===== src/rtl/ipv4_tx_pkg.sv =====
package ipv4_tx_pkg;
  localparam int BYTE_W      = 8;
  localparam int WORD_W      = 16;
  localparam int IPV4_W      = 32;
  localparam int MAC_W       = 48;
  localparam int ETH_HDR_B   = 14;
  localparam int IP_HDR_B    = 20;
  localparam int FRAME_HDR_B = ETH_HDR_B + IP_HDR_B;
  localparam int HDR_IDX_W   = $clog2(FRAME_HDR_B);

  typedef enum logic [1:0] {
    TXS_NONE    = 2'b00,
    TXS_SENDING = 2'b01,
    TXS_SENT    = 2'b10,
    TXS_ERROR   = 2'b11
  } tx_status_e;

  typedef enum logic [2:0] {
    FS_IDLE,
    FS_LOOKUP,
    FS_CHREQ,
    FS_HDR,
    FS_PAY
  } fsm_e;
endpackage


===== src/rtl/ipv4_hdr_csum.sv =====
module ipv4_hdr_csum
  import ipv4_tx_pkg::*;
#(
  parameter logic [15:0] IP_ID         = 16'h0000,
  parameter logic [15:0] IP_FLAGS_FRAG = 16'h4000,
  parameter logic [7:0]  IP_TTL        = 8'd64
) (
  input  logic [WORD_W-1:0] total_len,
  input  logic [BYTE_W-1:0] proto,
  input  logic [IPV4_W-1:0] src_ip,
  input  logic [IPV4_W-1:0] dst_ip,
  output logic [WORD_W-1:0] csum
);
  localparam int SUM_W = WORD_W + 4;

  logic [SUM_W-1:0]  sum;
  logic [WORD_W:0]   fold1;
  logic [WORD_W:0]   fold2;

  always_comb begin
    sum = {4'b0, 16'h4500} + {4'b0, total_len} + {4'b0, IP_ID}
        + {4'b0, IP_FLAGS_FRAG} + {4'b0, IP_TTL, proto}
        + {4'b0, src_ip[31:16]} + {4'b0, src_ip[15:0]}
        + {4'b0, dst_ip[31:16]} + {4'b0, dst_ip[15:0]};
    fold1 = {1'b0, sum[WORD_W-1:0]} + {13'b0, sum[SUM_W-1:WORD_W]};
    fold2 = {1'b0, fold1[WORD_W-1:0]} + {16'b0, fold1[WORD_W]};
    csum  = ~fold2[WORD_W-1:0];
  end
endmodule


===== src/rtl/ipv4_hdr_byte.sv =====
module ipv4_hdr_byte
  import ipv4_tx_pkg::*;
#(
  parameter logic [15:0] IP_ID         = 16'h0000,
  parameter logic [15:0] IP_FLAGS_FRAG = 16'h4000,
  parameter logic [7:0]  IP_TTL        = 8'd64
) (
  input  logic [HDR_IDX_W-1:0] idx,
  input  logic [MAC_W-1:0]     dst_mac,
  input  logic [MAC_W-1:0]     src_mac,
  input  logic [WORD_W-1:0]    total_len,
  input  logic [BYTE_W-1:0]    proto,
  input  logic [WORD_W-1:0]    csum,
  input  logic [IPV4_W-1:0]    src_ip,
  input  logic [IPV4_W-1:0]    dst_ip,
  output logic [BYTE_W-1:0]    hbyte
);
  always_comb begin
    hbyte = '0;
    case (idx)
      6'd0:  hbyte = dst_mac[47:40];
      6'd1:  hbyte = dst_mac[39:32];
      6'd2:  hbyte = dst_mac[31:24];
      6'd3:  hbyte = dst_mac[23:16];
      6'd4:  hbyte = dst_mac[15:8];
      6'd5:  hbyte = dst_mac[7:0];
      6'd6:  hbyte = src_mac[47:40];
      6'd7:  hbyte = src_mac[39:32];
      6'd8:  hbyte = src_mac[31:24];
      6'd9:  hbyte = src_mac[23:16];
      6'd10: hbyte = src_mac[15:8];
      6'd11: hbyte = src_mac[7:0];
      6'd12: hbyte = 8'h08;
      6'd13: hbyte = 8'h00;
      6'd14: hbyte = 8'h45;
      6'd15: hbyte = 8'h00;
      6'd16: hbyte = total_len[15:8];
      6'd17: hbyte = total_len[7:0];
      6'd18: hbyte = IP_ID[15:8];
      6'd19: hbyte = IP_ID[7:0];
      6'd20: hbyte = IP_FLAGS_FRAG[15:8];
      6'd21: hbyte = IP_FLAGS_FRAG[7:0];
      6'd22: hbyte = IP_TTL;
      6'd23: hbyte = proto;
      6'd24: hbyte = csum[15:8];
      6'd25: hbyte = csum[7:0];
      6'd26: hbyte = src_ip[31:24];
      6'd27: hbyte = src_ip[23:16];
      6'd28: hbyte = src_ip[15:8];
      6'd29: hbyte = src_ip[7:0];
      6'd30: hbyte = dst_ip[31:24];
      6'd31: hbyte = dst_ip[23:16];
      6'd32: hbyte = dst_ip[15:8];
      6'd33: hbyte = dst_ip[7:0];
      default: hbyte = '0;
    endcase
  end
endmodule


===== src/rtl/ipv4_tx_framer.sv =====
module ipv4_tx_framer
  import ipv4_tx_pkg::*;
#(
  parameter logic [15:0] IP_ID         = 16'h0000,
  parameter logic [15:0] IP_FLAGS_FRAG = 16'h4000,
  parameter logic [7:0]  IP_TTL        = 8'd64
) (
  input  logic              clk,
  input  logic              rst_n,
  input  logic              start,
  input  logic [BYTE_W-1:0] hdr_proto,
  input  logic [WORD_W-1:0] hdr_len,
  input  logic [IPV4_W-1:0] hdr_dst_ip,
  input  logic [IPV4_W-1:0] local_ip,
  input  logic [MAC_W-1:0]  local_mac,
  output logic              lookup_req,
  output logic [IPV4_W-1:0] lookup_ip,
  input  logic              lookup_done,
  input  logic              lookup_err,
  input  logic [MAC_W-1:0]  lookup_mac,
  output logic              chan_req,
  input  logic              chan_grant,
  input  logic              tx_ready,
  output logic              tx_valid,
  output logic              tx_first,
  output logic              tx_last,
  output logic [BYTE_W-1:0] tx_data,
  input  logic              pl_valid,
  input  logic              pl_last,
  input  logic [BYTE_W-1:0] pl_data,
  output logic              pl_ready,
  output logic [1:0]        status
);
  localparam logic [HDR_IDX_W-1:0] LAST_HDR = HDR_IDX_W'(FRAME_HDR_B - 1);

  logic [1:0] rst_sync_q;
  logic       rst_ni;

  fsm_e                 st_q, st_d;
  tx_status_e           stat_q, stat_d;
  logic [HDR_IDX_W-1:0] idx_q, idx_d;
  logic [BYTE_W-1:0]    proto_q;
  logic [WORD_W-1:0]    len_q;
  logic [IPV4_W-1:0]    dip_q;
  logic [MAC_W-1:0]     dmac_q, dmac_d;
  logic                 cap_hdr, dmac_en, bcast;
  logic                 in_hdr, in_pay;
  logic [WORD_W-1:0]    total_len, csum;
  logic [BYTE_W-1:0]    hbyte;

  // Asynchronous assert, synchronous release
  always_ff @(posedge clk or negedge rst_n) begin
    if (!rst_n) rst_sync_q <= 2'b00;
    else        rst_sync_q <= {rst_sync_q[0], 1'b1};
  end
  assign rst_ni = rst_sync_q[1];

  assign bcast = (hdr_dst_ip == '1);

  always_comb begin
    st_d    = st_q;
    stat_d  = stat_q;
    idx_d   = idx_q;
    cap_hdr = 1'b0;
    dmac_en = 1'b0;
    dmac_d  = dmac_q;
    case (st_q)
      FS_IDLE: if (start) begin
        cap_hdr = 1'b1;
        stat_d  = TXS_SENDING;
        if (bcast) begin
          dmac_en = 1'b1;
          dmac_d  = '1;
          st_d    = FS_CHREQ;
        end else begin
          st_d    = FS_LOOKUP;
        end
      end
      FS_LOOKUP: begin
        if (lookup_err) begin
          stat_d = TXS_ERROR;
          st_d   = FS_IDLE;
        end else if (lookup_done) begin
          dmac_en = 1'b1;
          dmac_d  = lookup_mac;
          st_d    = FS_CHREQ;
        end
      end
      FS_CHREQ: if (chan_grant) begin
        idx_d = '0;
        st_d  = FS_HDR;
      end
      FS_HDR: if (tx_ready) begin
        if (idx_q == LAST_HDR) st_d = FS_PAY;
        else                   idx_d = idx_q + 1'b1;
      end
      FS_PAY: if (pl_valid && tx_ready && pl_last) begin
        stat_d = TXS_SENT;
        st_d   = FS_IDLE;
      end
      default: st_d = FS_IDLE;
    endcase
  end

  always_ff @(posedge clk or negedge rst_ni) begin
    if (!rst_ni) begin
      st_q   <= FS_IDLE;
      stat_q <= TXS_NONE;
      idx_q  <= '0;
    end else begin
      st_q   <= st_d;
      stat_q <= stat_d;
      idx_q  <= idx_d;
    end
  end

  always_ff @(posedge clk or negedge rst_ni) begin
    if (!rst_ni) begin
      proto_q <= '0;
      len_q   <= '0;
      dip_q   <= '0;
    end else if (cap_hdr) begin
      proto_q <= hdr_proto;
      len_q   <= hdr_len;
      dip_q   <= hdr_dst_ip;
    end
  end

  always_ff @(posedge clk or negedge rst_ni) begin
    if (!rst_ni)      dmac_q <= '0;
    else if (dmac_en) dmac_q <= dmac_d;
  end

  assign total_len = len_q + WORD_W'(IP_HDR_B);

  ipv4_hdr_csum #(
    .IP_ID(IP_ID), .IP_FLAGS_FRAG(IP_FLAGS_FRAG), .IP_TTL(IP_TTL)
  ) u_csum (
    .total_len(total_len), .proto(proto_q),
    .src_ip(local_ip), .dst_ip(dip_q), .csum(csum)
  );

  ipv4_hdr_byte #(
    .IP_ID(IP_ID), .IP_FLAGS_FRAG(IP_FLAGS_FRAG), .IP_TTL(IP_TTL)
  ) u_hbyte (
    .idx(idx_q), .dst_mac(dmac_q), .src_mac(local_mac),
    .total_len(total_len), .proto(proto_q), .csum(csum),
    .src_ip(local_ip), .dst_ip(dip_q), .hbyte(hbyte)
  );

  assign in_hdr     = (st_q == FS_HDR);
  assign in_pay     = (st_q == FS_PAY);
  assign lookup_req = (st_q == FS_LOOKUP);
  assign lookup_ip  = dip_q;
  assign chan_req   = (st_q == FS_CHREQ) || in_hdr || in_pay;
  assign tx_valid   = in_hdr || (in_pay && pl_valid);
  assign tx_first   = in_hdr && (idx_q == '0);
  assign tx_last    = in_pay && pl_valid && pl_last;
  assign tx_data    = in_hdr ? hbyte : pl_data;
  assign pl_ready   = in_pay && tx_ready;
  assign status     = stat_q;
endmodule


===== config.mk =====
export PLATFORM = sky130hd
export DESIGN_NAME = ipv4_tx_framer
export DESIGN_NICKNAME = d
export VERILOG_FILES = /design/src/rtl/ipv4_tx_pkg.sv /design/src/rtl/ipv4_hdr_csum.sv /design/src/rtl/ipv4_hdr_byte.sv /design/src/rtl/ipv4_tx_framer.sv
export SDC_FILE = /design/constraint.sdc
export NUM_CORES = 1
export LEC_CHECK = 0
export ABC_CLOCK_PERIOD_IN_PS = 9700
export BUFFER_PORTS_ARGS = -buffer_cell sky130_fd_sc_hd__buf_2
export CORE_ASPECT_RATIO = 1.5
export CORE_MARGIN = 4
export CORE_UTILIZATION = 50
export DETAILED_ROUTE_END_ITERATION = 10
export PLACE_DENSITY = 0.89
export SYNTH_ARGS = -nofsm -noshare
export SYNTH_HDL_FRONTEND = slang
export SYNTH_SLANG_ARGS = --single-unit

===== constraint.sdc =====
create_clock -name clk -period 9.7 [get_ports clk]
set_clock_uncertainty 0.1 [all_clocks]
set_input_delay 0.97 -clock clk [delete_from_list [all_inputs] [get_ports clk]]
set_output_delay 0.97 -clock clk [all_outputs]
set_load 0.01 [all_outputs]

==> impl_metrics.toml, run 1 <==
[run_status]
status = "finished with violations"
violations = "setup timing"

[floorplanning]
dieHeight_um = 180
core-area_mm2 = 0.0192
design.die.area_mm2 = 0.0220
num_rows = 62
ioPinCount = 249
dieWidth_um = 122
initial_core_util_pct = 51.1

[cts]
clk_pin_slew_ps = 70
htree_levels = 4
cts_sinks = 117
cts_tree = "yes"
clock_latency_ps = 420
numCtsBuffers = 17
cts_buffer_depth = 2
cts_root_buf = "clkbuf_16"

[sta]
slew_headroom_pct = 19.0
finalCritPeriodShare_pct = 100
min_period_ps = 9730
worstMarginPinSlew_ps = 1210
clock.fmax_mhz = 103
fin_ws_ps = -32.3
drv_slew = 0
setup_viol_count_final = 3
rsz0062_at_grt = "true"
final.setup.tns_ps = -72.3
finalHoldViolCount = 0

[synthesis]
post-synth-top-count-cell = "nor2_1"
synth_area_mm2 = 0.00982
async_reset_ff_share_pct = 100
synthTopCellsByCount = "150 x nor2_1, 117 x dfrtp_1, 83 x inv_1, 64 x nor3_1, 60 x a22oi_1"
synthTopCellsByArea = "dfrtp_1 30%, fa_1 12%, nor2_1 5.7%"
ys_ff_latch = 117
postSynthCellCount = 1077
synth-seq-area-share_pct = 29.8
yosysWarningCount = 0
synth_top_cell_area_share_pct = 29.8
synth_top_cell_by_area = "dfrtp_1"
synth_fp_nets = 1372
synthFlopType = "dfrtp_1"
yosysUniqueCellTypes = 89
synth.avg_cell_area_um2 = 9.12
synth_edf_count = 0

[grt]
grt_usage_pct = 37.3
grt_pass1_wl_mm = 61.1
grt_max_degree = 80
grt_pass1_vias = 10500
antenna_found_initial = 6
grt_overflow = 0

[drt]
wl_per_cell_um = 26.1
drt_wl_total_mm = 42.1
drtAntennaViolNets = 0
routed-via-count = 10500
route.detailed.drc = 0
routed_via_density = 6.52
first_pass_iters = 9
dr.first_iter.drc_count = 1205

[cells_and_area]
fillers = 1596
layout-drive-gt1-share_pct = 34.2
fin_area_mm2 = 0.0125
finalNetCount = 1637
fin_util_pct = 64.8
syn_to_final_growth_pct = 26.9

[placed_design]
placedInstanceArea_mm2 = 0.0114
place_ws_ps = 42.5
place_congestion = 1.08
hpwlAfterDp_mm = 32.7
io_buffer_count = 248

[critical_path]
crit_buf_inv = 7
r2r_slack_ps = 6960
crit_arrival_ps = 8660
max_stage_delay_ps = 550
criticalPathCategory = "flip-flop to output pin"
cp.required_ps = 8630
critical_path.max_fanout = 5
slowest_stage = "fa_1"
worstSetupStartpointType = "flip-flop"
critPathTopFamily = "simple AND/OR/NAND/NOR gates"
crit_path_end_kind = "output pin"
cpMostUsedCell = "buf_4"

[hold_path]
holdCritPathClass = "flip-flop to asynchronous set/reset pin"

[job]
maxCapViolations = 0
[layout make-up]
class	count	area, um^2	area share (%)
Multi-Input combinational cell	832	6740	54.1
Sequential cell	117	2940	23.6
Timing Repair Buffer	290	1560	12.5
Clock buffer	18	439	3.52
Tap cell	256	320	2.57
Inverter	84	315	2.53
Clock inverter	14	136	1.09
Antenna cell	6	15.0	0.120
[placed cells by master (no fill, tap or decap), types with 41 or more instances in the layout]
cell       n
nor3_1    58
mux2_2    48
dfrtp_1  113
buf_4     41
inv_1     81
buf_2    248
fa_1      56
nor2_1   147
nand2_1   48
a22oi_1   59
[per-layer routing]
layer	share of wire, %	wire, um	vias up	global-route usage, %
met5	0	0	-	0
met3	10	4220	252	8.30
li1	-	-	4432	-
met2	48	20200	844	60.9
met4	9.3	3910	0	27.5
met1	33	13800	5008	42.0
[worst reg2reg max path: cells and delay by family, from the launching register on]
kind / cells / cell delay (ps)
AO/OA/AOI/OAI: 4 / 700
flip-flops: 1 / 650
AND/OR/NAND/NOR: 3 / 940
buffers and inverters: 1 / 260
[logic make-up (layout without fill, tap and decap cells)]
| group | count (synthesis) | after routing | synth area share, % |
|---|---|---|---|
| simple gates | 401 | 401 | 20.0 |
| compound gates | 233 | 233 | 17.8 |
| buf+inv | 128 | 406 | 5.45 |
| flops | 117 | 117 | 29.8 |
| fa+ha+maj | 94 | 94 | 16.3 |
| mux | 53 | 53 | 6.06 |
| xor+xnor | 50 | 50 | 4.53 |
| other cells | 1 | 7 | 0.0382 |
[per-stage QoR]
step | hold WS, ps | cells
after floorplan | 231 | 1077
after global placement | 197 | 1568
after detailed placement | 210 | 1568
after CTS | 208 | 1603
after global routing | 220 | 1617
final | 208 | 1617
[path summary, 6_finish.rpt]
path / startpoint / endpoint / cells past startpoint
max: len_q[2] / tx_data[2] / 38
min: rst_sync_q[1] / lookup_ip[23] / 0
max reg2reg: idx_q[3] / st_q[0] / 8
min reg2reg: rst_sync_q[1] / lookup_ip[23] / 0
max in group asynchronous: rst_sync_q[1] / len_q[3] / 1
min in group clk: rst_sync_q[0] / rst_sync_q[1] / 0
[state kept, by name (all words and copies together), names as in the netlist]
name        cells
status          2
rst_sync_q      2
proto_q         8
idx_q           6
dmac_q         48
lookup_ip      32
st_q            3
len_q          16
[repair_timing]
item,in CTS,in global routing
hold buffers,0,0
resized for setup,17,58
setup buffers,3,11
pin swaps,5,41
endpoints found under the setup margin,8,8
Power of run 1 is left out: the tool's default activity adds up to more than one toggle a clock period on the data nets, which glitch-free logic cannot reach.
==> run 2: changes to the inputs <==
==> constraint.sdc (replaced) <==
create_clock -name clk -period 9.7 [get_ports clk]
set_clock_uncertainty 0.1 [all_clocks]
set_input_delay 0.97 -clock clk [delete_from_list [all_inputs] [get_ports clk]]
set_output_delay 0.97 -clock clk [all_outputs]
set_load 0.1 [all_outputs]
==> impl_metrics.toml, run 2 (synthesis results as in run 1) <==
[run_status]
status = "finished, final reports clean"

[placed_design]
hpwlAfterDp_mm = 31.8
place_congestion = 1.03
io_buffer_count = 248

[critical_path]
cp.required_ps = 8630
worstSetupStartpointType = "flip-flop"
crit_path_end_kind = "output pin"
crit_arrival_ps = 8480
slowest_stage = "fa_1"
critical_path.max_fanout = 5
criticalPathCategory = "flip-flop to output pin"
max_stage_delay_ps = 550
cpMostUsedCell = "fa_1"

[floorplanning]
initial_core_util_pct = 51.1
dieHeight_um = 180
design.die.area_mm2 = 0.0220
ioPinCount = 249
dieWidth_um = 122
num_rows = 62
core-area_mm2 = 0.0192

[cts]
cts_sinks = 117
htree_levels = 4
numCtsBuffers = 17
clk_pin_slew_ps = 50
clock_latency_ps = 430
cts_tree = "yes"
cts_buffer_depth = 2
cts_root_buf = "clkbuf_16"

[drt]
first_pass_iters = 6
drt_wl_total_mm = 41.3
dr.first_iter.drc_count = 1032
route.detailed.drc = 0
routed-via-count = 10300
routed_via_density = 6.42
drtAntennaViolNets = 0
wl_per_cell_um = 25.6

[cells_and_area]
mostFrequentLayoutCells = "240 x buf_2, 149 x nor2_1, 115 x dfrtp_1"
largest_reg_flops = 48
top_register = "dmac_q"
syn_to_final_growth_pct = 28.7
mostFrequentLayoutCell = "buf_2"
antennaDiodeCount = 0
layout-drive-gt1-share_pct = 33.5
finalNetCount = 1639
fillers = 1554

[sta]
whs_ps = 214
drv_slew = 0
slew_headroom_pct = 22.2
min_period_ps = 9550
finalHoldViolCount = 0
worstMarginPinSlew_ps = 1160
clock.fmax_mhz = 105
finalCritPeriodShare_pct = 98.4
setup_viol_count_final = 0
rsz0062_at_grt = "true"

[grt]
grt_usage_pct = 37.2
grt_max_degree = 72
antenna_found_initial = 0
grt_overflow = 0
grt_pass1_vias = 10400
grt_pass1_wl_mm = 60.7

[hold_path]
holdCritPathClass = "primary input to asynchronous set/reset pin"

[job]
maxCapViolations = 0
-- run 2: changes by cell type in the layout (fill, tap and decap cells not counted), sizes merged --
cell / previous run / this run
bufinv: 1 / 4
buf: 290 / 292
clkinvlp: 3 / 1
inv: 92 / 84
clkbuf: 18 / 23
diode: 6 / 0
clkinv: 2 / 3
-- run 2: final cells by class --
cell class	count	area [um^2]	area share (%)
inverter	84	315	2.49
clock buffer	23	488	3.86
timing repair buffer	292	1690	13.4
tap	256	320	2.53
multi-input combinational	832	6750	53.4
clock inverter	8	146	1.16
sequential	117	2930	23.2
-- run 2: worst max-delay path, delay by kind of cell, from the launching register on --
| family | cells | cell delay, ps |
|---|---|---|
| AOI/OAI and AO/OA | 6 | 1030 |
| xor gates and xnor gates | 4 | 800 |
| adders and majority gates | 7 | 2700 |
| buffers and inverters | 5 | 610 |
| DFF | 1 | 410 |
| and+or+nand+nor | 14 | 2490 |
-- run 2: repair_timing --
action,CTS,global route
setup endpoints to repair,8,8
setup buffers,3,10
hold endpoints to repair,0,0
hold buffers,0,0
resized for setup,20,43
pin swaps,4,35
-- run 2: stage by stage --
stage | std cells | instance area [um^2] | util, % | setup TNS [ps] | worst slack, ps
floorplan | 1077 | 9890 | - | -243 | -243
global placement | 1568 | 11600 | 60.3 | 0 | 199
detailed placement | 1568 | 11600 | 60.3 | -177 | -150
CTS | 1602 | 12300 | 64.2 | 0 | 26.8
global route | 1612 | 12600 | 65.7 | -1400 | -231
finish | 1612 | 12600 | 65.7 | 0 | 153
-- run 2: routing by layer --
metal,GRT usage (%),vias up,routed length (um)
met4,27.2,0,3770
met3,8.90,248,4290
met1,43.0,4866,13800
li1,-,4424,-
met5,0,-,0
met2,59.1,810,19400
-- run 2: worst paths after layout --
path	start	to	slack (ps)	cells after the start
worst max-delay path	len_q[2]	tx_data[4]	150	36
max in group asynchronous	rst_sync_q[1]	dmac_q[44]	7910	1
worst min-delay path	rst_n	rst_sync_q[1]	210	1
worst max register to register	st_q[2]	dmac_q[39]	6950	6
min in group clk	rst_sync_q[0]	rst_sync_q[1]	250	0
worst min register to register	rst_sync_q[1]	lookup_ip[29]	240	0
Power of run 2 is left out for the same reason.
